==> config.mk <==
export PLATFORM = sky130hd
export DESIGN_NAME = pll_cfg_bank
export DESIGN_NICKNAME = d
export VERILOG_FILES = /design/src/rtl/pllcfg_pkg.sv /design/src/rtl/pllcfg_host_regs.sv /design/src/rtl/pllcfg_stage_bank.sv /design/src/rtl/pllcfg_shadow_bank.sv /design/src/rtl/pll_cfg_bank.sv
export SDC_FILE = /design/constraint.sdc
export NUM_CORES = 1
export LEC_CHECK = 0
export CORE_UTILIZATION = 49
export CTS_BUF_LIST = sky130_fd_sc_hd__clkbuf_2
export DETAILED_ROUTE_END_ITERATION = 16
export PLACE_DENSITY = 0.73
export SETUP_SLACK_MARGIN = 0.15
export SLEW_MARGIN = 20
export SYNTH_ARGS = -nofsm -noshare
export SYNTH_HDL_FRONTEND = slang
export SYNTH_SLANG_ARGS = --single-unit
==> constraint.sdc <==
create_clock -name clk -period 5.4 [get_ports clk]
set_clock_uncertainty 0.2 [all_clocks]
set_input_delay 1.08 -clock clk [delete_from_list [all_inputs] [get_ports clk]]
set_output_delay 1.08 -clock clk [all_outputs]
set_load 0.01 [all_outputs]
==> src/rtl/pllcfg_pkg.sv <==
// Package: shared constants, field map and command encoding for the
// indirect PLL configuration bank. Assumes 8-bit host data and at most
// 8-bit fields.
package pllcfg_pkg;

    localparam int unsigned DATA_W     = 8;
    localparam int unsigned PTR_W      = 8;
    localparam int unsigned HOST_OFS_W = 2;
    localparam int unsigned NUM_FLD    = 9;

    // Host window offsets
    localparam logic [HOST_OFS_W-1:0] OFS_CTRL = 2'd0;
    localparam logic [HOST_OFS_W-1:0] OFS_PTR  = 2'd1;
    localparam logic [HOST_OFS_W-1:0] OFS_DATA = 2'd2;

    localparam int unsigned CTRL_XFER_BIT = 2;

    typedef enum logic [1:0] {
        CMD_IDLE = 2'b00,
        CMD_RD   = 2'b01,
        CMD_WR   = 2'b10,
        CMD_RSVD = 2'b11
    } cmd_e;

    // Field indices into the banks
    localparam int unsigned IX_OFF  = 0;
    localparam int unsigned IX_FLO  = 1;
    localparam int unsigned IX_FHI  = 2;
    localparam int unsigned IX_S    = 3;
    localparam int unsigned IX_N    = 4;
    localparam int unsigned IX_X    = 5;
    localparam int unsigned IX_M    = 6;
    localparam int unsigned IX_UPD  = 7;
    localparam int unsigned IX_PAD  = 8;

    // Field address, width and default value, indexed as above
    localparam int unsigned FLD_ADDR  [NUM_FLD] = '{3, 4, 5, 6, 7, 8, 9, 10, 12};
    localparam int unsigned FLD_WIDTH [NUM_FLD] = '{1, 8, 8, 5, 4, 7, 5, 1, 4};
    localparam int unsigned FLD_RST   [NUM_FLD] = '{0, 0, 0, 2, 1, 0, 9, 0, 3};

    typedef logic [NUM_FLD-1:0][DATA_W-1:0] bank_t;

    // Mask of the implemented bits of a field of width w
    function automatic logic [DATA_W-1:0] fld_mask(input int unsigned w);
        logic [DATA_W-1:0] m;
        for (int b = 0; b < DATA_W; b++) begin
            m[b] = (b < w);
        end
        return m;
    endfunction

endpackage

==> src/rtl/pllcfg_host_regs.sv <==
// Host window: pointer, data and control registers plus command sequencing.
// A read or write command issues a one-cycle strobe to the staging bank and
// then clears itself. Assumes host writes take effect on the clock edge at
// which host_sel and host_we are high. Both resets clear this window.
module pllcfg_host_regs
    import pllcfg_pkg::*;
(
    input  logic                  clk,
    input  logic                  hw_rst_n,
    input  logic                  sw_rst_n,
    input  logic                  host_sel,
    input  logic                  host_we,
    input  logic [HOST_OFS_W-1:0] host_addr,
    input  logic [DATA_W-1:0]     host_wdata,
    output logic [DATA_W-1:0]     host_rdata,
    input  logic [DATA_W-1:0]     fld_rdata,
    output logic [PTR_W-1:0]      ptr,
    output logic [DATA_W-1:0]     wr_value,
    output logic                  rd_strobe,
    output logic                  wr_strobe,
    output logic                  xfer
);

    logic [PTR_W-1:0]  ptr_q;
    logic [DATA_W-1:0] data_q;
    cmd_e              cmd_q;
    logic              xfer_q;
    logic              host_wr;
    logic              wr_ctrl, wr_ptr, wr_data;
    logic              win_rst;

    // Decode host writes per register
    always_comb begin
        host_wr = host_sel && host_we;
        wr_ctrl = host_wr && (host_addr == OFS_CTRL);
        wr_ptr  = host_wr && (host_addr == OFS_PTR);
        wr_data = host_wr && (host_addr == OFS_DATA);
        win_rst = !hw_rst_n || !sw_rst_n;
    end

    // Window registers: host writes, read-command capture, command self-clear
    always_ff @(posedge clk) begin
        if (win_rst) begin
            ptr_q  <= '0;
            data_q <= '0;
            cmd_q  <= CMD_IDLE;
            xfer_q <= 1'b0;
        end else begin
            if (wr_ptr) begin
                ptr_q <= host_wdata;
            end
            if (wr_data) begin
                data_q <= host_wdata;
            end else if (cmd_q == CMD_RD) begin
                data_q <= fld_rdata;
            end
            if (wr_ctrl) begin
                cmd_q  <= cmd_e'(host_wdata[1:0]);
                xfer_q <= host_wdata[CTRL_XFER_BIT];
            end else if (cmd_q == CMD_RD || cmd_q == CMD_WR) begin
                cmd_q <= CMD_IDLE;
            end
        end
    end

    // Strobes are held off while the software reset is asserted
    always_comb begin
        rd_strobe = (cmd_q == CMD_RD) && sw_rst_n;
        wr_strobe = (cmd_q == CMD_WR) && sw_rst_n;
        ptr       = ptr_q;
        wr_value  = data_q;
        xfer      = xfer_q;
    end

    // Host read multiplexer
    always_comb begin
        unique case (host_addr)
            OFS_CTRL: host_rdata = {{(DATA_W-3){1'b0}}, xfer_q, cmd_q};
            OFS_PTR:  host_rdata = ptr_q;
            OFS_DATA: host_rdata = data_q;
            default:  host_rdata = '0;
        endcase
    end

    // an executed command reads idle on the next cycle
    a_r4_cmd_selfclear: assert property (@(posedge clk) disable iff (win_rst)
        ((cmd_q == CMD_RD || cmd_q == CMD_WR) && !wr_ctrl) |=> (cmd_q == CMD_IDLE));

    // a read command lands the selected field in the data register
    a_r2_read_lands: assert property (@(posedge clk) disable iff (win_rst)
        (rd_strobe && !wr_data) |=> (data_q == $past(fld_rdata)));

    // software reset empties the window
    a_r9_sw_clear: assert property (@(posedge clk) disable iff (!hw_rst_n)
        !sw_rst_n |=> (ptr_q == '0 && data_q == '0 && cmd_q == CMD_IDLE && !xfer_q));

endmodule

==> src/rtl/pllcfg_stage_bank.sv <==
// Staging bank: one register per mapped field, written by the write strobe
// and read combinationally through the pointer. Assumes strobes are single
// cycle. Only the hardware reset loads defaults.
module pllcfg_stage_bank
    import pllcfg_pkg::*;
(
    input  logic              clk,
    input  logic              hw_rst_n,
    input  logic [PTR_W-1:0]  ptr,
    input  logic              wr_strobe,
    input  logic [DATA_W-1:0] wr_value,
    output logic [DATA_W-1:0] fld_rdata,
    output bank_t             stage_q
);

    logic [NUM_FLD-1:0] hit;

    for (genvar i = 0; i < NUM_FLD; i++) begin : g_fld
        localparam logic [DATA_W-1:0] MASK = fld_mask(FLD_WIDTH[i]);
        localparam logic [DATA_W-1:0] RSTV = DATA_W'(FLD_RST[i]);

        // Address decode for this field
        assign hit[i] = (ptr == PTR_W'(FLD_ADDR[i]));

        // Field register: default on hardware reset, masked store on write
        always_ff @(posedge clk) begin
            if (!hw_rst_n) begin
                stage_q[i] <= RSTV;
            end else if (wr_strobe && hit[i]) begin
                stage_q[i] <= wr_value & MASK;
            end
        end

        // unimplemented upper bits never hold ones
        a_r6_upper_zero: assert property (@(posedge clk) disable iff (!hw_rst_n)
            ((stage_q[i] & ~MASK) == '0));
    end

    // Read multiplexer; unmapped addresses return zero
    always_comb begin
        fld_rdata = '0;
        for (int i = 0; i < NUM_FLD; i++) begin
            if (hit[i]) begin
                fld_rdata = stage_q[i];
            end
        end
    end

    // without a write strobe the staging bank is untouched
    a_r3_idle_no_change: assert property (@(posedge clk) disable iff (!hw_rst_n)
        !wr_strobe |=> $stable(stage_q));

    // a write to an unmapped address is dropped
    a_r5_unmapped_dropped: assert property (@(posedge clk) disable iff (!hw_rst_n)
        (wr_strobe && hit == '0) |=> $stable(stage_q));

endmodule

==> src/rtl/pllcfg_shadow_bank.sv <==
// Shadow bank: mirrors the whole staging bank on every clock while the
// transfer bit is set, otherwise holds. Only the hardware reset loads the
// same defaults as the staging bank.
module pllcfg_shadow_bank
    import pllcfg_pkg::*;
(
    input  logic  clk,
    input  logic  hw_rst_n,
    input  logic  xfer,
    input  bank_t stage_q,
    output bank_t shadow_q
);

    for (genvar i = 0; i < NUM_FLD; i++) begin : g_fld
        localparam logic [DATA_W-1:0] RSTV = DATA_W'(FLD_RST[i]);

        // Shadow field: default on reset, copy while transfer is set
        always_ff @(posedge clk) begin
            if (!hw_rst_n) begin
                shadow_q[i] <= RSTV;
            end else if (xfer) begin
                shadow_q[i] <= stage_q[i];
            end
        end
    end

    // all fields take the staging values on the same edge
    a_r7_copy_all: assert property (@(posedge clk) disable iff (!hw_rst_n)
        xfer |=> (shadow_q == $past(stage_q)));

    // without transfer the shadow bank holds
    a_r8_hold: assert property (@(posedge clk) disable iff (!hw_rst_n)
        !xfer |=> $stable(shadow_q));

endmodule

==> src/rtl/pll_cfg_bank.sv <==
// Top: indirect, double-banked PLL configuration. The host window drives the
// staging bank through commands; the shadow bank feeds the synthesizer
// outputs. Assumes both resets are synchronous to clk.
module pll_cfg_bank
    import pllcfg_pkg::*;
(
    input  logic                         clk,
    input  logic                         hw_rst_n,
    input  logic                         sw_rst_n,
    input  logic                         host_sel,
    input  logic                         host_we,
    input  logic [HOST_OFS_W-1:0]        host_addr,
    input  logic [DATA_W-1:0]            host_wdata,
    output logic [DATA_W-1:0]            host_rdata,
    output logic                         pll_off,
    output logic [2*DATA_W-1:0]          pll_frac,
    output logic [FLD_WIDTH[IX_S]-1:0]   pll_sdiv,
    output logic [FLD_WIDTH[IX_N]-1:0]   pll_ndiv,
    output logic [FLD_WIDTH[IX_X]-1:0]   pll_xdiv,
    output logic [FLD_WIDTH[IX_M]-1:0]   pll_mdiv,
    output logic                         pll_frac_upd,
    output logic [FLD_WIDTH[IX_PAD]-1:0] pll_pad_div
);

    logic [PTR_W-1:0]  ptr;
    logic [DATA_W-1:0] wr_value;
    logic [DATA_W-1:0] fld_rdata;
    logic              rd_strobe;
    logic              wr_strobe;
    logic              xfer;
    bank_t             stage_q;
    bank_t             shadow_q;
    logic              unused_shadow;
    logic              unused_rd;

    pllcfg_host_regs u_host (
        .clk        (clk),
        .hw_rst_n   (hw_rst_n),
        .sw_rst_n   (sw_rst_n),
        .host_sel   (host_sel),
        .host_we    (host_we),
        .host_addr  (host_addr),
        .host_wdata (host_wdata),
        .host_rdata (host_rdata),
        .fld_rdata  (fld_rdata),
        .ptr        (ptr),
        .wr_value   (wr_value),
        .rd_strobe  (rd_strobe),
        .wr_strobe  (wr_strobe),
        .xfer       (xfer)
    );

    pllcfg_stage_bank u_stage (
        .clk       (clk),
        .hw_rst_n  (hw_rst_n),
        .ptr       (ptr),
        .wr_strobe (wr_strobe),
        .wr_value  (wr_value),
        .fld_rdata (fld_rdata),
        .stage_q   (stage_q)
    );

    pllcfg_shadow_bank u_shadow (
        .clk      (clk),
        .hw_rst_n (hw_rst_n),
        .xfer     (xfer),
        .stage_q  (stage_q),
        .shadow_q (shadow_q)
    );

    // Slice the shadow fields onto the synthesizer outputs
    always_comb begin
        pll_off       = shadow_q[IX_OFF][0];
        pll_frac      = {shadow_q[IX_FHI], shadow_q[IX_FLO]};
        pll_sdiv      = shadow_q[IX_S][FLD_WIDTH[IX_S]-1:0];
        pll_ndiv      = shadow_q[IX_N][FLD_WIDTH[IX_N]-1:0];
        pll_xdiv      = shadow_q[IX_X][FLD_WIDTH[IX_X]-1:0];
        pll_mdiv      = shadow_q[IX_M][FLD_WIDTH[IX_M]-1:0];
        pll_frac_upd  = shadow_q[IX_UPD][0];
        pll_pad_div   = shadow_q[IX_PAD][FLD_WIDTH[IX_PAD]-1:0];
        unused_shadow = ^shadow_q;
        unused_rd     = rd_strobe;
    end

endmodule

==> flow_metrics.tcl <==
set metrics [dict create \
    status "complete, no violations" \
    cp_cell_sequence "clkdlybuf4s50_1 > nor2b_1 > a22o_1 > clkdlybuf4s50_1" \
    drc 0 \
    finalMaxSlewViolations 0 \
    synth.distinct_cells 50 \
    htreeDepth 3 \
    finalSetupViolCount 0 \
    cpPeakStageDelay_ns 0.60 \
    cts_resized 0 \
    synthFlopType "dfxtp_1" \
    fmax_ghz 0.230 \
    layout_common_cells "dfxtp_1, mux2i_1, nand2_1" \
    cp-start-kind "input pin" \
    row_count 35 \
    peakVddDrop_uv 102 \
    grt_usage 0.231 \
    initial_core_util 0.509 \
    grt_max_degree 87 \
    cts_inserted_buffers 9 \
    clock_latency_ns 0.58 \
    syn2layout_area_growth_pct 16.6 \
    hp-class "register to register" \
    antenna_left 0 \
    dieHeight_um 100 \
    gp_congestion 0.871 \
    path_class "input pin to primary output" \
    critPathCaptureType "primary output" \
    ys_ff_latch 105 \
    antenna_found_initial 0 \
    worstPathRequired_ns 4.12 \
    cts_tree "yes" \
    tightest_slew_ns 1.04 \
    ys_async_sr_fraction 0 \
    yosysSeqAreaShare 0.445 \
    drtIter0Drc 165 \
    cp-startpoint "host_addr[1]" \
    syn-cell-area_mm2 0.00473 \
    syn_nets 522 \
    r2r-start "u_host.ptr[0]$_SDFFE_PP0P_" \
    hold_violations 0 \
    syn_inst 505 \
    cts_setup_buffers 0 \
    diodes 0 \
    cts_hold_buf 0 \
    period_share 0.806 \
    core_mm2 0.00928 \
    grt_pass1_vias 3562 \
    p_per_area_mw_per_mm2 220 \
    instances_no_fill 679 \
    num-nets-final 562 \
    io_buffers 65 \
    grt_setup_unrepaired "false" \
    dp.cells 663 \
    drt-total-wl_um 11000 \
    synthTopCellsByArea "dfxtp_1, mux2i_1, nor2b_1, nand2_1, a21oi_1" \
    syn_avg_cell_area_um2 9.36 \
    drt_first_pass_iters 8 \
    clk_pin_slew_ns 0.29 \
    clock-sinks 105 \
    crit_arrival_ns 3.08 \
    ff2ff_setup_slack_ns 2.67 \
    setup_tns_ns 0 \
    r2r_end "u_host.wr_value[1]$_SDFFE_PP0P_" \
    yosysWarnings 0 \
    cp_common_cell "clkdlybuf4s50_1" \
    avgViaCountPerCell 5.47 \
    io_pins 66 \
    die_x_um 100 \
    synth.largest_area_cell "dfxtp_1" \
    cp_max_fo 9 \
    p_leak_nw 1.83 \
    final_util 0.594 \
    routedWlPerCell_um 16.2 \
    yosysTopAreaCellShare 0.445 \
    worst_path_max_delay_cell "clkdlybuf4s50_1" \
    dp_hpwl_um 7790 \
    synth_edf_count 0 \
    min_from "u_stage.stage_q[23]$_SDFFE_PN0P_" \
    crit_end "host_rdata[5]" \
    fillers 837 \
    drive_above_1_share 0.0545 \
    period_minus_slack_ns 4.36 \
    die-area_mm2 0.0100 \
    clock-root-buffer "clkbuf_2" \
    overflow 0 \
    maxCapViolations 0 \
    mostFrequentLayoutCell "dfxtp_1" \
    max_slew_margin 0.304 \
    grt_first_pass_wirelength_um 18100 \
    r2r_cells 5 \
    clockBufferDepth 2 \
    vias 3714 \
]
==> final cells by class <==
type,instances,area [µm²],area share
clock buffers,9,45.0,0.00817
clock inverters,7,76.3,0.0139
inverters,4,15.0,0.00272
multi-input cells,358,2450,0.444
flip-flops and latches,105,2100,0.382
well taps,129,161,0.0293
repair buffers,67,661,0.120
==> cell families after synthesis <==
group	synth area share
AND/OR/NAND/NOR	0.225
AO/OA/AOI/OAI	0.114
adder cells (fa/ha/maj)	0.00529
XOR/XNOR	0.00185
multiplexers	0.172
buffers and inverters	0.0373
flip-flops	0.445
==> registers in the layout, indices dropped and copies added (netlist names) <==
name	count
u_host.xfer	1
u_shadow.shadow_q	43
u_stage.stage_q	43
u_host.cmd_q	2
u_host.wr_value	8
u_host.ptr	8
==> worst min path at each step <==
stage / to / depth (start not counted)
2_1_floorplan: u_stage.stage_q[22]$_SDFFE_PN0P_ / 2
3_3_place_gp: u_shadow.shadow_q[65]$_SDFFE_PN1P_ / 2
3_5_place_dp: u_shadow.shadow_q[25]$_SDFFE_PN1P_ / 2
4_1_cts: u_stage.stage_q[23]$_SDFFE_PN0P_ / 2
5_1_grt: u_stage.stage_q[21]$_SDFFE_PN0P_ / 2
6_report: u_stage.stage_q[23]$_SDFFE_PN0P_ / 2
==> Yosys cell counts, drive strengths merged, types with 3 or more instances <==
library cell	count
nor3b	6
mux2i	78
nor3	8
o21a	5
o221ai	3
mux2	3
a21boi	14
nor2b	64
clkbuf	28
nand2	67
or3	8
a22o	5
nand4	3
o21ai	18
buf	10
nor2	9
dfxtp	105
a21oi	24
nand3	7
nand4b	5
nor4	3
o22ai	3
inv	4
a211oi	4
==> per-layer routing <==
layer,global-route usage,share of wire,routed length [µm]
met2,0.364,0.46,5120
met1,0.311,0.47,5210
met5,0,0,0
met3,0.0383,0.041,447
met4,0.101,0.022,244
==> critical path: cells and delay by family <==
kind            cells  cell delay, ns
compound gates      1            0.28
buf+inv             2            1.15
simple gates        1            0.56
==> power by group <==
group | total (mW) | internal [mW] | switching (mW)
Sequential | 0.783 | 0.780 | 0.00366
Combinational | 0.0516 | 0.0243 | 0.0273
Clock | 0.379 | 0.111 | 0.268
==> per-stage QoR <==
step / cell area [µm²] / setup slack (ns) / hold slack, ns / power (mW)
floorplan: 4730 / 2.21 / 0.250 / 0.827
global placement: 5390 / 1.20 / 0.256 / 0.847
detailed placement: 5390 / 1.09 / 0.256 / 0.848
CTS: 5510 / 1.08 / 0.308 / 1.22
global route: 5510 / 0.952 / 0.327 / 1.26
finish: 5510 / 1.04 / 0.304 / 1.21
(Power assumes the default switching activity.)
